### src/rtl/wp_gate_pkg.sv
// Package: shared request kind and lock-field codes for the write protection gate.
// Assumes: lock_sel is a 3-bit field; codes not listed lock nothing.
package wp_gate_pkg;
    typedef enum logic {
        REQ_ARRAY = 1'b0,
        REQ_CFG   = 1'b1
    } req_kind_e;

    localparam logic [2:0] LOCK_NONE = 3'b000;
    localparam logic [2:0] LOCK_TOP1 = 3'b001;
    localparam logic [2:0] LOCK_TOP2 = 3'b010;
    localparam logic [2:0] LOCK_TOP4 = 3'b011;
    localparam logic [2:0] LOCK_TOP8 = 3'b100;
    localparam logic [2:0] LOCK_ALL  = 3'b101;
endpackage

### src/rtl/page_lock_decode.sv
// Module: page_lock_decode
// Decides whether the page holding a byte address is covered by the lock field.
// Locked pages are counted down from the highest page.
// Assumes: at least 8 pages (ADDR_W - PAGE_OFS_W >= 3).
module page_lock_decode
    import wp_gate_pkg::*;
#(
    parameter int ADDR_W     = 11,
    parameter int PAGE_OFS_W = 6
) (
    input  logic [ADDR_W-1:0] addr,
    input  logic [2:0]        lock_sel,
    output logic              locked
);
    localparam int PAGE_W = ADDR_W - PAGE_OFS_W;
    localparam logic [PAGE_W:0] NUM_PAGES = (PAGE_W+1)'(1 << PAGE_W);

    logic [PAGE_W:0]   lock_cnt;
    logic [PAGE_W-1:0] page;

    assign page = addr[ADDR_W-1:PAGE_OFS_W];

    // Translate the lock code into a number of locked top pages.
    always_comb begin
        case (lock_sel)
            LOCK_TOP1: lock_cnt = (PAGE_W+1)'(1);
            LOCK_TOP2: lock_cnt = (PAGE_W+1)'(2);
            LOCK_TOP4: lock_cnt = (PAGE_W+1)'(4);
            LOCK_TOP8: lock_cnt = (PAGE_W+1)'(8);
            LOCK_ALL:  lock_cnt = NUM_PAGES;
            default:   lock_cnt = '0;
        endcase
    end

    // A page is locked when it lies in the top lock_cnt pages.
    always_comb begin
        locked = (lock_cnt != '0) && ({1'b0, page} >= (NUM_PAGES - lock_cnt));
    end
endmodule

### src/rtl/wr_request_holder.sv
// Module: wr_request_holder
// Takes in one write request when allowed and holds it until the gate decides it.
// Assumes: request inputs are single-cycle pulses from the command decoder.
module wr_request_holder
    import wp_gate_pkg::*;
#(
    parameter int ADDR_W = 11
) (
    input  logic              clk,
    input  logic              rst_n,
    input  logic              wr_req,
    input  logic              cfg_req,
    input  logic [ADDR_W-1:0] addr,
    input  logic              sup_rst,
    input  logic              decide,
    output logic              held,
    output req_kind_e         held_kind,
    output logic [ADDR_W-1:0] held_addr,
    output logic              bus_accept
);
    // Open to new requests only outside supervisor reset and with nothing held.
    assign bus_accept = !sup_rst && !held;

    // Capture a request, preferring an array write; release it once decided.
    always_ff @(posedge clk) begin
        if (!rst_n) begin
            held      <= 1'b0;
            held_kind <= REQ_ARRAY;
            held_addr <= '0;
        end else if (bus_accept && (wr_req || cfg_req)) begin
            held      <= 1'b1;
            held_kind <= wr_req ? REQ_ARRAY : REQ_CFG;
            held_addr <= addr;
        end else if (decide) begin
            held <= 1'b0;
        end
    end
endmodule

### src/rtl/wr_protect_gate.sv
// Module: wr_protect_gate (top)
// Grants or rejects each write toward the nonvolatile engine, based on the page lock,
// the pin-plus-enable lock on the control register and the supervisor reset.
// Assumes: busy stays high for the whole self-timed write; granted writes are never aborted.
module wr_protect_gate
    import wp_gate_pkg::*;
#(
    parameter int ADDR_W     = 11,
    parameter int PAGE_OFS_W = 6
) (
    input  logic              clk,
    input  logic              rst_n,
    input  logic [ADDR_W-1:0] addr,
    input  logic              wr_req,
    input  logic              cfg_req,
    input  logic              wp_pin,
    input  logic              wpen,
    input  logic [2:0]        lock_sel,
    input  logic              sup_rst,
    input  logic              busy,
    output logic              grant,
    output logic              reject,
    output logic              bus_accept
);
    logic              held;
    req_kind_e         held_kind;
    logic [ADDR_W-1:0] held_addr;
    logic              page_locked;
    logic              decide;
    logic              allow;

    wr_request_holder #(.ADDR_W(ADDR_W)) i_holder (
        .clk        (clk),
        .rst_n      (rst_n),
        .wr_req     (wr_req),
        .cfg_req    (cfg_req),
        .addr       (addr),
        .sup_rst    (sup_rst),
        .decide     (decide),
        .held       (held),
        .held_kind  (held_kind),
        .held_addr  (held_addr),
        .bus_accept (bus_accept)
    );

    page_lock_decode #(.ADDR_W(ADDR_W), .PAGE_OFS_W(PAGE_OFS_W)) i_lock (
        .addr     (held_addr),
        .lock_sel (lock_sel),
        .locked   (page_locked)
    );

    // Decide a held request only when the write engine is idle.
    assign decide = held && !busy;

    // Apply reset, page lock or control-register lock to the held request.
    always_comb begin
        if (sup_rst)
            allow = 1'b0;
        else if (held_kind == REQ_ARRAY)
            allow = !page_locked;
        else
            allow = !(wp_pin && wpen);
    end

    // Register the one-cycle grant or reject pulse.
    always_ff @(posedge clk) begin
        if (!rst_n) begin
            grant  <= 1'b0;
            reject <= 1'b0;
        end else begin
            grant  <= decide && allow;
            reject <= decide && !allow;
        end
    end
endmodule

### config.mk
export PLATFORM = sky130hd
export DESIGN_NAME = wr_protect_gate
export DESIGN_NICKNAME = d
export VERILOG_FILES = /design/src/rtl/wp_gate_pkg.sv /design/src/rtl/page_lock_decode.sv /design/src/rtl/wr_request_holder.sv /design/src/rtl/wr_protect_gate.sv
export SDC_FILE = /design/constraint.sdc
export NUM_CORES = 1
export LEC_CHECK = 0
export BUFFER_PORTS_ARGS = -buffer_cell sky130_fd_sc_hd__buf_2
export CAP_MARGIN = 20
export CORE_MARGIN = 1.5
export CORE_UTILIZATION = 51
export DETAILED_ROUTE_END_ITERATION = 12
export PLACE_DENSITY = 0.79
export SYNTH_ARGS = -nofsm -noshare
export SYNTH_HDL_FRONTEND = slang
export SYNTH_HIERARCHICAL = 1
export SYNTH_SLANG_ARGS = --single-unit
### constraint.sdc
create_clock -name clk -period 3.8 [get_ports clk]
set_input_delay 0.57 -clock clk [delete_from_list [all_inputs] [get_ports clk]]
set_output_delay 0.57 -clock clk [all_outputs]
set_load 0.05 [all_outputs]
==> out/summary.md <==
* 604 — total number of vias
* 0 — number of antenna violations at the first check in global routing
* 10.9 um — post-detailed-route wirelength per cell
* 0 — Final Hold Viols
* 309 mW/mm^2 — power density over the cells
* 0.180 — total routing resource utilization after global routing
* 3540 ps — WP data arrival
* 0 — number of buffers added for setup after CTS
* met2 — most congested layer reported by global routing
* false — setup repair after global routing missed its margin
* 2.01 mm — wire length of the first global-routing pass
* 9 — worst-path fanout max
* 2 — drt pass-1 iters
* 83 — number of instances in the synthesized netlist
* 0 — Hold-fix buffers, CTS
* 0 — count of endpoints failing setup in the final report
* sky130_fd_sc_hd__ha_1 — crit-path most repeated cell
* 70 ps — post-CTS clock slew at the launch and capture registers of the worst setup and hold paths
* 3 — TritonCTS buffer count
* 0 — # resized after CTS
* 112 — Placed Instances
* 3950 ps — data required time at the worst endpoint
* 14.4% — layout-stage area growth over the synthesis result
* 0.000257 V — IR Drop Worst-Case VDD
* 0.388 nW — leakage power total
* 0.297 — share of final-layout standard cells stronger than drive strength 1
* 0.295 GHz — Achievable Freq
* 610 ps — peak per-stage delay on the critical path
* 0.678 — Slew HR
* 3 — number of buffer and inverter stages on the critical path
* built — CTS tree
* 0.748 — final weighted congestion of routability-driven global placement
* 712 sq um — netlist area before placement
* sky130_fd_sc_hd__clkbuf_4 — clock root cell
* 0 — MaxCap Viol Count
* 250 ps — clock network latency to the later pin of the worst-skew pair
* 471 ps — measured slew at the worst slew-check pin
* 0.547 — initial standard-cell utilization of the core
* primary input — kind of start point of the critical path
* 0.306 — met2 Use GR
* 0 ps — setup total negative slack
* 8.58 sq um — Avg Inst Size Synth
* sky130_fd_sc_hd__or4b_2 — critical-path cell with the highest stage delay
* 0 — number of nets with antenna violations after detailed routing
* 131 — number of nets at the end of the flow
* 0.239 — met1 GRT Util
* 974 um — DP Wirelength
* 13 — Site Rows
* 25 — number of top-level pins
* finished clean — status
* 9 — Clock Sinks
* 4.16 ps — Fin Clk Skew
* 1.27 mm — routed wire length
* 0 — Congestion Overflow GR
* 0 — final slew viol count
* 40.4 um — Horiz. Die Dim
* 15 — largest net degree at the start of global routing
* 5.21 — number of vias per cell after detailed routing
* 0 — Antenna Cells
* 3390 ps — fin crit period
* 0.626 — share of the core filled with cells
* 125 — Filler Cells Inserted
* 1 — H-tree levels
* compound AO/OA/AOI/OAI gates — cell type group with the largest total delay on the critical path
* 0.0167 — met3 global-route usage
* flop — sort of element at the end of the critical path
* 0.00130 sq mm — floorplan core area
* 12 — starting DRC count in detailed routing
* 18 — number of port buffers
* 0 — DRC viols
* in2reg — critical path start-end classification
* reg2reg — class of the most critical hold timing path
* 112 — post-synth net total
* buf_2 -> inv_1 -> ha_1 -> or4b_2 -> ha_1 -> inv_1 -> xnor2_1 -> ha_1 -> o211ai_1 -> a21oi_1 -> a2111oi_0 -> nor3_2 -> nor2b_1 -> o311a_1 — critical path cell sequence
* 0.893 — period utilisation layout
* 2 — maximum clock path buffer count
* 490 — via count of the first global-routing pass
* 0.00163 sq mm — die area
* 6 — Ys Warns
* 116 — Post-Layout Cell Count
* 40.4 um — Die Ht
-- path summary, 6_finish.rpt --
| kind | start | cells after the start | slack, ps | to |
|---|---|---|---|---|
| min | i_holder/held_addr[6] | 2 | 470 | i_holder/held_addr[6] |
| max reg2reg | i_holder/held_addr[7] | 7 | 1900 | reject |
| max | lock_sel[2] | 14 | 410 | reject |
| min reg2reg | i_holder/held_addr[6] | 2 | 470 | i_holder/held_addr[6] |
-- registers in the layout, summed over array words and instances, names as in the netlist --
register,cells
i_holder/held_addr,5
reject,1
i_holder/held,1
i_holder/held_kind,1
grant,1
-- layout by cell type, fill, tap and decap left out, drive strengths merged, types with 2 or more instances in the layout --
cell	n
nand2	11
buf	20
dfxtp	9
mux2i	6
ha	7
inv	6
nor2b	5
nor3	2
clkbuf	4
nor2	10
a21oi	3
o21a	3
-- power by group --
part | internal [mW] | switching [mW] | leakage [nW]
clock network | 0.0404 | 0.0333 | 0.0150
logic | 0.0347 | 0.0393 | 0.299
registers | 0.100 | 0.00378 | 0.0737
total | 0.175 | 0.0764 | 0.388
-- cell type report --
cell class              instances  area, sq um  share of cell area
flip-flops and latches          9          180               0.221
well taps                      15         18.8              0.0230
inverters                       6         22.5              0.0276
repair buffers                 20          105               0.129
clock buffers                   4         26.3              0.0323
multi-input cells              62          462               0.567
-- layer usage --
layer,routed length (um),vias up,part of all wire
met2,590,10,0.46
met5,0,-,0
met3,35,2,0.028
met1,636,270,0.50
li1,-,322,-
met4,6,0,0.0047
-- worst min-delay path, stage by stage (launching register included) --
cell	delay [ps]
sky130_fd_sc_hd__dfxtp_1	310
sky130_fd_sc_hd__nand2_1	50
sky130_fd_sc_hd__mux2i_1	60
-- through the flow --
step	power, mW	hold slack (ps)	area (sq um)	setup slack, ps
after global routing	0.266	488	815	269
after CTS	0.253	467	815	402
after detailed placement	0.179	456	788	132
final	0.252	466	815	405
after global placement	0.176	446	788	161
after floorplan	0.164	435	712	300
(Power assumes the default switching activity.)
